==> src/rtl/rxf_pkg.sv <==
package rxf_pkg;

    // control word bit positions
    localparam int CB_PASS_ALL  = 4;
    localparam int CB_PASS_CTRL = 5;
    localparam int CB_PASS_CRC  = 6;
    localparam int CB_PASS_LEN  = 7;
    localparam int CB_PASS_OOR  = 8;
    localparam int CB_UCAST_EN  = 16;
    localparam int CB_DA_FILT   = 17;
    localparam int CB_MCAST_EN  = 20;
    localparam int CB_HASH_EN   = 21;
    localparam int CB_BCAST_EN  = 22;
    localparam int CB_SA_FILT   = 24;
    localparam int CB_SA_INV    = 25;

    // register map
    localparam logic [2:0] RA_CTRL   = 3'd0;
    localparam logic [2:0] RA_ST_HI  = 3'd1;
    localparam logic [2:0] RA_ST_LO  = 3'd2;
    localparam logic [2:0] RA_HASH0  = 3'd3;
    localparam logic [2:0] RA_MAXLEN = 3'd5;

    typedef enum logic [2:0] {
        RSN_PASS_ALL = 3'd0,
        RSN_ERROR    = 3'd1,
        RSN_BCAST    = 3'd2,
        RSN_MCAST    = 3'd3,
        RSN_UCAST    = 3'd4,
        RSN_SRC      = 3'd5
    } reason_e;

    typedef struct packed {
        logic    accept;
        reason_e reason;
    } verdict_t;

    function automatic verdict_t mk_verdict(input logic acc, input reason_e rsn);
        verdict_t v;
        v.accept = acc;
        v.reason = rsn;
        return v;
    endfunction

endpackage

==> src/rtl/rxf_cfg_regs.sv <==
module rxf_cfg_regs
    import rxf_pkg::*;
#(
    parameter int          CTRL_W     = 32,
    parameter int          HALF_W     = 24,
    parameter int          HWORD_W    = 32,
    parameter int          HASH_WORDS = 2,
    parameter int          LEN_W      = 16,
    parameter logic [31:0] CTRL_RST   = 32'h0000_0100,
    parameter int          MAXLEN_RST = 'h600
) (
    input  logic                          clk,
    input  logic                          rst,
    input  logic                          we,
    input  logic [2:0]                    addr,
    input  logic [31:0]                   wdata,
    output logic [CTRL_W-1:0]             ctrl,
    output logic [2*HALF_W-1:0]           station,
    output logic [HASH_WORDS*HWORD_W-1:0] hash,
    output logic [LEN_W-1:0]              max_len
);
    logic [HALF_W-1:0] st_hi, st_lo;

    always_ff @(posedge clk) begin
        if (rst) begin
            ctrl    <= CTRL_RST[CTRL_W-1:0];
            st_hi   <= '0;
            st_lo   <= '0;
            max_len <= LEN_W'(MAXLEN_RST);
        end else if (we) begin
            case (addr)
                RA_CTRL:   ctrl    <= wdata[CTRL_W-1:0];
                RA_ST_HI:  st_hi   <= wdata[HALF_W-1:0];
                RA_ST_LO:  st_lo   <= wdata[HALF_W-1:0];
                RA_MAXLEN: max_len <= wdata[LEN_W-1:0];
                default: ;
            endcase
        end
    end

    assign station = {st_hi, st_lo};

    for (genvar g = 0; g < HASH_WORDS; g++) begin : g_hash
        always_ff @(posedge clk) begin
            if (rst)
                hash[g*HWORD_W +: HWORD_W] <= '0;
            else if (we && addr == RA_HASH0 + 3'(g))
                hash[g*HWORD_W +: HWORD_W] <= wdata[HWORD_W-1:0];
        end
    end
endmodule

==> src/rtl/rxf_err_check.sv <==
module rxf_err_check
    import rxf_pkg::*;
#(
    parameter int CTRL_W  = 32,
    parameter int LEN_W   = 16,
    parameter int MIN_LEN = 64
) (
    input  logic [CTRL_W-1:0] ctrl,
    input  logic [LEN_W-1:0]  len,
    input  logic [LEN_W-1:0]  max_len,
    input  logic              crc_bad,
    input  logic              len_bad,
    input  logic              is_ctrl,
    output logic              drop
);
    logic runt, too_long;

    always_comb begin
        runt     = len < LEN_W'(MIN_LEN);
        too_long = len > max_len;
        drop     = runt
                 | (crc_bad  & ~ctrl[CB_PASS_CRC])
                 | (len_bad  & ~ctrl[CB_PASS_LEN])
                 | (is_ctrl  & ~ctrl[CB_PASS_CTRL])
                 | (too_long & ~ctrl[CB_PASS_OOR]);
    end
endmodule

==> src/rtl/rxf_addr_match.sv <==
module rxf_addr_match
    import rxf_pkg::*;
#(
    parameter int CTRL_W  = 32,
    parameter int ADDR_W  = 48,
    parameter int HIDX_W  = 6,
    localparam int HBITS  = 1 << HIDX_W,
    localparam int GRP_B  = ADDR_W - 8
) (
    input  logic [CTRL_W-1:0] ctrl,
    input  logic [ADDR_W-1:0] station,
    input  logic [HBITS-1:0]  hash,
    input  logic [ADDR_W-1:0] da,
    input  logic [ADDR_W-1:0] sa,
    input  logic [HIDX_W-1:0] hidx,
    output verdict_t          verdict
);
    logic bcast, group, da_hit, sa_hit, hash_hit;

    always_comb begin
        bcast    = &da;
        group    = da[GRP_B];
        da_hit   = da == station;
        sa_hit   = sa == station;
        hash_hit = hash[hidx];

        if (bcast)
            verdict = mk_verdict(ctrl[CB_BCAST_EN], RSN_BCAST);
        else if (group)
            verdict = mk_verdict(ctrl[CB_MCAST_EN] && (!ctrl[CB_HASH_EN] || hash_hit),
                                 RSN_MCAST);
        else
            verdict = mk_verdict(!ctrl[CB_DA_FILT] || (ctrl[CB_UCAST_EN] && da_hit),
                                 RSN_UCAST);

        if (verdict.accept && ctrl[CB_SA_FILT] && (sa_hit == ctrl[CB_SA_INV]))
            verdict = mk_verdict(1'b0, RSN_SRC);
    end
endmodule

==> src/rtl/rx_addr_filter.sv <==
module rx_addr_filter
    import rxf_pkg::*;
#(
    parameter int ADDR_W  = 48,
    parameter int HIDX_W  = 6,
    parameter int LEN_W   = 16,
    parameter int MIN_LEN = 64,
    parameter int MAX_LEN = 'h600,
    localparam int CTRL_W = 32,
    localparam int HALF_W = ADDR_W / 2,
    localparam int HWORD_W = 32,
    localparam int HWORDS = (1 << HIDX_W) / HWORD_W
) (
    input  logic              clk,
    input  logic              rst,
    input  logic              cfg_we,
    input  logic [2:0]        cfg_addr,
    input  logic [31:0]       cfg_wdata,
    input  logic              rx_valid,
    input  logic [ADDR_W-1:0] rx_dst,
    input  logic [ADDR_W-1:0] rx_src,
    input  logic [HIDX_W-1:0] rx_hash_idx,
    input  logic [LEN_W-1:0]  rx_len,
    input  logic              rx_crc_bad,
    input  logic              rx_len_bad,
    input  logic              rx_is_ctrl,
    output logic              dec_valid,
    output logic              dec_accept,
    output logic [2:0]        dec_reason
);
    logic [CTRL_W-1:0]         ctrl;
    logic [ADDR_W-1:0]         station;
    logic [HWORDS*HWORD_W-1:0] hash;
    logic [LEN_W-1:0]          max_len;
    logic                      err_drop;
    verdict_t                  addr_v, final_v;

    rxf_cfg_regs #(
        .CTRL_W(CTRL_W), .HALF_W(HALF_W), .HWORD_W(HWORD_W), .HASH_WORDS(HWORDS),
        .LEN_W(LEN_W), .CTRL_RST(32'h0000_0100), .MAXLEN_RST(MAX_LEN)
    ) u_regs (
        .clk(clk), .rst(rst), .we(cfg_we), .addr(cfg_addr), .wdata(cfg_wdata),
        .ctrl(ctrl), .station(station), .hash(hash), .max_len(max_len)
    );

    rxf_err_check #(.CTRL_W(CTRL_W), .LEN_W(LEN_W), .MIN_LEN(MIN_LEN)) u_err (
        .ctrl(ctrl), .len(rx_len), .max_len(max_len), .crc_bad(rx_crc_bad),
        .len_bad(rx_len_bad), .is_ctrl(rx_is_ctrl), .drop(err_drop)
    );

    rxf_addr_match #(.CTRL_W(CTRL_W), .ADDR_W(ADDR_W), .HIDX_W(HIDX_W)) u_addr (
        .ctrl(ctrl), .station(station), .hash(hash), .da(rx_dst), .sa(rx_src),
        .hidx(rx_hash_idx), .verdict(addr_v)
    );

    always_comb begin
        if (ctrl[CB_PASS_ALL])
            final_v = mk_verdict(1'b1, RSN_PASS_ALL);
        else if (err_drop)
            final_v = mk_verdict(1'b0, RSN_ERROR);
        else
            final_v = addr_v;
    end

    always_ff @(posedge clk) begin
        if (rst) begin
            dec_valid  <= 1'b0;
            dec_accept <= 1'b0;
            dec_reason <= RSN_PASS_ALL;
        end else begin
            dec_valid <= rx_valid;
            if (rx_valid) begin
                dec_accept <= final_v.accept;
                dec_reason <= final_v.reason;
            end
        end
    end
endmodule

==> config.mk <==
export PLATFORM = sky130hd
export DESIGN_NAME = rx_addr_filter
export DESIGN_NICKNAME = d
export VERILOG_FILES = /design/src/rtl/rxf_pkg.sv /design/src/rtl/rxf_cfg_regs.sv /design/src/rtl/rxf_err_check.sv /design/src/rtl/rxf_addr_match.sv /design/src/rtl/rx_addr_filter.sv
export SDC_FILE = /design/constraint.sdc
export NUM_CORES = 1
export LEC_CHECK = 0
export BUFFER_PORTS_ARGS = -buffer_cell sky130_fd_sc_hd__buf_2
export CELL_PAD_IN_SITES_DETAIL_PLACEMENT = 0
export CELL_PAD_IN_SITES_GLOBAL_PLACEMENT = 1
export CORE_AREA = 4 4 140 142
export CTS_BUF_LIST = sky130_fd_sc_hd__clkbuf_4 sky130_fd_sc_hd__clkbuf_8
export CTS_CLUSTER_SIZE = 8
export DETAILED_ROUTE_END_ITERATION = 7
export DIE_AREA = 0 0 144 146
export GPL_ROUTABILITY_DRIVEN = 0
export GPL_TIMING_DRIVEN = 0
export PLACE_DENSITY = 0.86
export SLEW_MARGIN = 20
export SYNTH_ARGS = -nofsm -noshare
export SYNTH_HDL_FRONTEND = slang
export SYNTH_SLANG_ARGS = --single-unit
==> constraint.sdc <==
create_clock -name clk -period 4.2 [get_ports clk]
set_input_delay 0.42 -clock clk [delete_from_list [all_inputs] [get_ports clk]]
set_output_delay 0.42 -clock clk [all_outputs]
set_load 0.02 [all_outputs]
==> results of run 1 <==
[kinds of logic after synthesis]
group                      Yosys count  share of synthesized area
AOI/OAI and AO/OA                  166                      0.125
and+or+nand+nor                    383                      0.230
buffers and inverters               73                     0.0404
DFF                                145                      0.399
xor gates and xnor gates            94                      0.113
adders and majority gates           16                     0.0275
muxes                               23                     0.0644
[stage by stage]
stage                     setup WS, ns  utilization  instance area (µm²)  power, mW  hold slack, ns
after floorplan                   1.75            -                 7270       1.63           0.432
after global placement            1.22        0.453                 8370       1.82           0.438
after detailed placement          1.17        0.453                 8370       1.82           0.445
after CTS                         1.47        0.474                 8750       2.87           0.189
after global routing              1.35        0.474                 8750       2.96           0.205
final                             1.45        0.474                 8750       2.86           0.204
[placed cells by master (no fill, tap or decap), drive strengths merged, types with 3 or more instances in the layout]
| master | count |
|---|---|
| a2111oi | 3 |
| a21o | 3 |
| a21oi | 142 |
| and3 | 3 |
| buf | 164 |
| clkbuf | 67 |
| clkinv | 7 |
| dfxtp | 145 |
| ha | 16 |
| inv | 26 |
| mux2i | 4 |
| mux4 | 17 |
| nand2 | 286 |
| nand3 | 10 |
| nand3b | 5 |
| nand4 | 28 |
| nor2 | 9 |
| nor2b | 5 |
| nor4 | 22 |
| o31ai | 3 |
| or2 | 3 |
| xnor2 | 32 |
| xor2 | 62 |
[worst min path at each step]
stage / depth (start not counted) / to / slack (ns) / startpoint
after floorplan: 2 / u_regs.hash[21] / 0.43 / u_regs.hash[21]
after global placement: 2 / u_regs.hash[18] / 0.44 / u_regs.hash[18]
after detailed placement: 2 / u_regs.hash[46] / 0.45 / u_regs.hash[46]
after CTS: 3 / u_regs.hash[29] / 0.19 / cfg_wdata[29]
after global routing: 3 / u_regs.hash[29] / 0.21 / cfg_wdata[29]
final: 3 / u_regs.hash[29] / 0.20 / cfg_wdata[29]
[layout make-up]
type,instances,area (µm²),share of cell area
multi-input combinational,682,4070,0.465
sequential,145,2900,0.332
timing repair buffer,161,806,0.0921
tap,234,293,0.0335
clock buffer,21,277,0.0316
buffer,49,204,0.0233
clock inverter,11,105,0.0120
inverter,24,90.1,0.0103
[worst max-delay path: cells and delay by family, from the launching register on]
family	cells	cell delay, ns
AO/OA/AOI/OAI	5	1.31
AND/OR/NAND/NOR	2	0.69
flip-flops	1	0.34
adder cells (fa/ha/maj)	1	0.28
buffers and inverters	1	0.05
[report_power, final]
part / leakage (nW) / internal, mW / switching, mW
Clock: 0.197 / 0.516 / 0.547
Combinational: 2.02 / 0.150 / 0.216
Sequential: 1.17 / 1.40 / 0.0258
Total: 3.39 / 2.07 / 0.789
[per-layer routing]
metal	track usage	part of all wire	vias up
li1	-	-	3426
met1	0.296	0.42	3264
met2	0.381	0.47	256
met3	0.0569	0.076	53
met4	0.0923	0.031	4
met5	0	0.00084	-
[flip-flops by register name, indices dropped and copies added, names as in the netlist]
| signal | cells |
|---|---|
| u_regs.hash | 64 |
| dec_valid | 1 |
| u_regs.max_len | 16 |
| dec_accept | 1 |
| dec_reason | 3 |
| u_regs.st_lo | 24 |
| u_regs.st_hi | 24 |
| u_regs.ctrl | 12 |
==> results.md, run 1 <==
* Outcome: finished clean
* Area delta synth->final at 20.4%
* Via density per instance at 5.28
* Critical path endpoint: dec_accept
* Vias in the first global route at 6755
* Ant. Diodes at 0
* Count leader, synth: nand2_1
* NumNets Final at 1256
* Longest Clk Path Bufs at 2
* Die Y at 146 µm
* Area leader, netlist: dfxtp_1
* Final setup viols at 0
* Area contributors post-synth: dfxtp_1 40%, nand2_1 15%, a21oi_1 9.8%
* Setup tns final at 0 ns
* Kind of critical path: reg2reg
* First-pass GRT wire length at 37500 µm
* Rel. slew slack at 0.576
* CP max FO at 3
* Slowest CP cell: or4_1
* Overall routing resource usage at 0.234
* Die area at 0.0210 mm²
* Synth top cells by count: 286 x nand2_1, 145 x dfxtp_1, 142 x a21oi_1
* Initial Util at 0.394
* Remaining DRCs at 0
* Share of layout cells above drive strength 1 at 0.198
* H-tree levels at 4
* VDD IR max at 205 µV
* Chip Width at 144 µm
* Post-synth EDFFs at 0
* Row Count at 50
* Most common cell on crit path: a21o_1
* Total number of vias at 7003
* Least-Margin Pin Slew at 0.636 ns
* Number of synthesized register bits at 145
* R2r worst-path depth at 9
* Clock skew at 0.0168 ns
* Clock Pin Slew Worst Setup and Hold Paths at 0.09 ns
* Post-CTS Setup Bufs at 0
* Worst setup EP type: register
* Yosys cell types at 48
* Worst-Skew Late Latency at 0.46 ns
* Seq/Total Area, Yosys at 0.399
* Antenna viol nets, final at 0
* Port bufs at 161
* CTS Buf Count at 17
* PwrDens at 327 mW/mm²
* Post-cts sizing count at 0
* Fin cells at 1327
* Nature of the critical path startpoint: register
* R2R Setup Slk at 1.45 ns
* RSZ-0062 raised after global routing: no
* TritonCTS clock tree: yes
* Routed WL at 25100 µm
* Synth Flop Type: dfxtp_1
* Data required, critical path at 4.58 ns
* Critical Path Source: u_regs.max_len[13]
* Avg Cell Area, Syn at 8.08 µm²
* Fill cells at 1845
* Top Ports at 165
* Initial DRC count at 555
* Share of synthesized registers carrying an async set or reset at 0
* FF-to-FF End: dec_accept
* Drt pass-1 iters at 5
* Clk sinks at 145
* Total congestion overflow at 0
* Hold-fix buffers, CTS at 0
* Initial antenna violation count at 2
* Post-route minimum period at 2.75 ns
* Post-DP HPWL at 19700 µm
* Period utilization at 0.656
* Total nets after synthesis at 1076
* CORE AREA at 0.0185 mm²
* Crit-path cells: inv_1, ha_1, a21o_1, a21o_1, a221o_1, o31ai_1, nand2b_1, or4_1, o22ai_1
* Achievable Freq at 0.363 GHz
* Mapped Cells at 900
* Wire per inst at 18.9 µm
* Max-slew violations at 0
* Crit Reg-Reg Startpoint: u_regs.max_len[13]
* Pleak at 3.39 nW
* Count of yosys warnings during synthesis at 0
* # placed instances at 1295
* Crit path arrival time at 3.14 ns
* Max incr delay on CP at 0.52 ns
* Root Driver: clkbuf_8
* Pin count of the biggest net entering global routing at 17
* Post-synth top area share at 0.399
* Hold crit path type: in2reg
* Netlist Area Pre-Place at 0.00727 mm²
* Final hold vios at 0
* Max Cap Viol at 0
Note: power is estimated with default switching activity, not from simulation.
==> run 2, diff against run 1 <==
==> constraint.sdc (replaced) <==
create_clock -name clk -period 2.6 [get_ports clk]
set_input_delay 0.26 -clock clk [delete_from_list [all_inputs] [get_ports clk]]
set_output_delay 0.26 -clock clk [all_outputs]
set_load 0.02 [all_outputs]
==> run 2 against run 1 <==
Effect of this change: first-iteration DRC count fell by 4.7%; sequential power rose by 62%; routed wire length rose by 0.22%; largest cell class unchanged; cell count did not move; non-clock buffer count did not move; critical path depth did not move.
==> results.md, run 2 (same netlist as run 1, synthesis figures left out) <==
* Clock Pin Slew Worst Setup and Hold Paths at 0.09 ns (about the same)
* Share of layout cells above drive strength 1 at 0.201 (+0.00366)
* VDD IR max at 330 µV (+61%)
* Hold crit path type: in2reg
* Max-slew violations at 0 (unchanged)
* Antenna viol nets, final at 0 (unchanged)
* Pin count of the biggest net entering global routing at 17 (unchanged)
* Clk sinks at 145 (unchanged)
* Outcome: finished clean
* Row Count at 50 (unchanged)
* Critical path endpoint: dec_accept
* Port bufs at 161 (unchanged)
* Crit-path cells: inv_1, ha_1, a21o_1, a21o_1, a221o_1, o31ai_4, nand2b_1, or4_1, o22ai_1
* Kind of critical path: reg2reg
* M1 wire length at 10500 µm (about the same)
* Placement Setup Slack at -0.270 ns (-1.44 ns)
* Top Registers: u_regs.hash: 64 flops, u_regs.st_hi: 24 flops, u_regs.st_lo: 24 flops
* Final hold vios at 0 (unchanged)
* Crit Reg-Reg Startpoint: u_regs.max_len[13]
* Wire per inst at 19.0 µm (+0.22%)
* Max incr delay on CP at 0.51 ns (about the same)
* Met3 wire len at 1970 µm (+3.5%)
* Least-Margin Pin Slew at 0.761 ns (+0.125 ns)
* Worst setup EP type: register
* Chip Width at 144 µm (unchanged)
* Most common cell on crit path: a21o_1
* Critical Path Source: u_regs.max_len[13]
* Total congestion overflow at 0 (unchanged)
* Post-CTS Setup Bufs at 0 (unchanged)
* Via density per instance at 5.28 (about the same)
* Slowest CP cell: or4_1
* Initial DRC count at 529 (-4.7%)
* Die area at 0.0210 mm² (unchanged)
* Ant. Diodes at 0 (unchanged)
* TritonCTS clock tree: yes
* Reg with most FFs: u_regs.hash
* Commonest cells after routing, fill and taps aside: 286 x nand2_1, 162 x buf_2, 144 x dfxtp_1
* Pwr Total at 4.62 mW (+62%)
* Clock skew at 0.0168 ns (+0.0000455 ns)
* Routed WL at 25200 µm (+0.22%)
* Setup tns final at 0 ns (unchanged)
* First-pass GRT wire length at 37500 µm (about the same)
* CORE AREA at 0.0185 mm² (unchanged)
* RSZ-0062 raised after global routing: no
* Die Y at 146 µm (unchanged)
* CP max FO at 3 (unchanged)
* Achievable Freq at 0.402 GHz (+11%)
* Rel. slew slack at 0.479 (-0.0963)
* Hold-fix buffers, CTS at 0 (unchanged)
* Commonest non-fill, non-tap cell in the layout: nand2_1
* Initial antenna violation count at 2 (unchanged)
* Post-route minimum period at 2.49 ns (-0.264 ns)
* PwrDens at 527 mW/mm² (+61%)
* Routed wl met2 at 11800 µm (-0.43%)
* Post-DP HPWL at 19700 µm (unchanged)
* Top Ports at 165 (unchanged)
* Initial Util at 0.394 (unchanged)
* CTS Buf Count at 17 (unchanged)
* Area delta synth->final at 20.8%
* Crit path arrival time at 2.87 ns (-0.27 ns)
* Remaining DRCs at 0 (unchanged)
* Total number of vias at 7010 (+0.10%)
* FF-to-FF End: dec_accept
* Fin util at 0.476 (+0.00156)
* H-tree levels at 4 (unchanged)
* Root Driver: clkbuf_8
* Data required, critical path at 2.98 ns (-1.60 ns)
* R2R Setup Slk at 0.11 ns (-1.34 ns)
* Period utilization at 0.958 (+0.302)
* Nature of the critical path startpoint: register
* Max Cap Viol at 0 (unchanged)
* Worst-Skew Late Latency at 0.46 ns (about the same)
* Pleak at 3.39 nW (about the same)
* Max layer used: met5
* Final setup viols at 0 (unchanged)
* NumNets Final at 1256 (unchanged)
* Longest Clk Path Bufs at 2 (unchanged)
* Fill cells at 1845 (unchanged)
* R2r worst-path depth at 9 (unchanged)
* Max FFs per register at 64 (unchanged)
* Final worst slack at 0.110 ns (-1.34 ns)
* Drt pass-1 iters at 5 (unchanged)
* Vias in the first global route at 6760 (+0.074%)
* Overall routing resource usage at 0.234 (about the same)
==> run 2: worst min-delay path by stage <==
stage / slack, ns / from / to / depth (start not counted)
after global routing: 0.05 / cfg_wdata[29] / u_regs.hash[29] / 3
after global placement: 0.44 / u_regs.hash[18] / u_regs.hash[18] / 2
after floorplan: 0.38 / rx_valid / dec_reason[0] / 1
after CTS: 0.03 / cfg_wdata[29] / u_regs.hash[29] / 3
after detailed placement: 0.45 / u_regs.hash[46] / u_regs.hash[46] / 2
final: 0.05 / cfg_wdata[29] / u_regs.hash[29] / 3
==> run 2: layer usage <==
layer | track usage | vias to the layer above
met5 | 0 | -
met4 | 0.0923 | 4
met3 | 0.0569 | 57
met2 | 0.382 | 259
met1 | 0.296 | 3266
li1 | - | 3424
==> run 2: through the flow <==
| stage | instances | hold WS [ns] | instance area (µm²) |
|---|---|---|---|
| 3_5_place_dp | 1295 | 0.445 | 8370 |
| 6_report | 1327 | 0.0454 | 8780 |
| 5_1_grt | 1327 | 0.0452 | 8780 |
| 3_3_place_gp | 1295 | 0.438 | 8370 |
| 4_1_cts | 1327 | 0.0288 | 8760 |
| 2_1_floorplan | 900 | 0.381 | 7270 |
==> run 2: worst max-delay path: cells and delay by family (launching register included) <==
| kind | cells | cell delay, ns |
|---|---|---|
| AO/OA/AOI/OAI | 5 | 1.10 |
| adder cells (fa/ha/maj) | 1 | 0.29 |
| buffers and inverters | 1 | 0.05 |
| flip-flops | 1 | 0.34 |
| AND/OR/NAND/NOR | 2 | 0.64 |
==> run 2: area by class of cell <==
cell class | count | area, µm² | area share
Buffer | 49 | 204 | 0.0232
Clock buffer | 21 | 277 | 0.0315
Clock inverter | 11 | 105 | 0.0120
Inverter | 24 | 90.1 | 0.0103
Multi-Input combinational cell | 682 | 4100 | 0.467
Sequential cell | 145 | 2900 | 0.331
Tap cell | 234 | 293 | 0.0334
Timing Repair Buffer | 161 | 806 | 0.0918
==> run 2: timing repair <==
action                                  CTS  global route
resized for setup                         2             4
endpoints found under the setup margin    1             3
hold endpoints to repair                  0             0
pin swaps                                 0             3
==> run 2: power breakdown <==
group | total, mW | internal (mW) | switching [mW]
combinational | 0.595 | 0.243 | 0.352
sequential | 2.31 | 2.27 | 0.0417
clock | 1.72 | 0.834 | 0.884
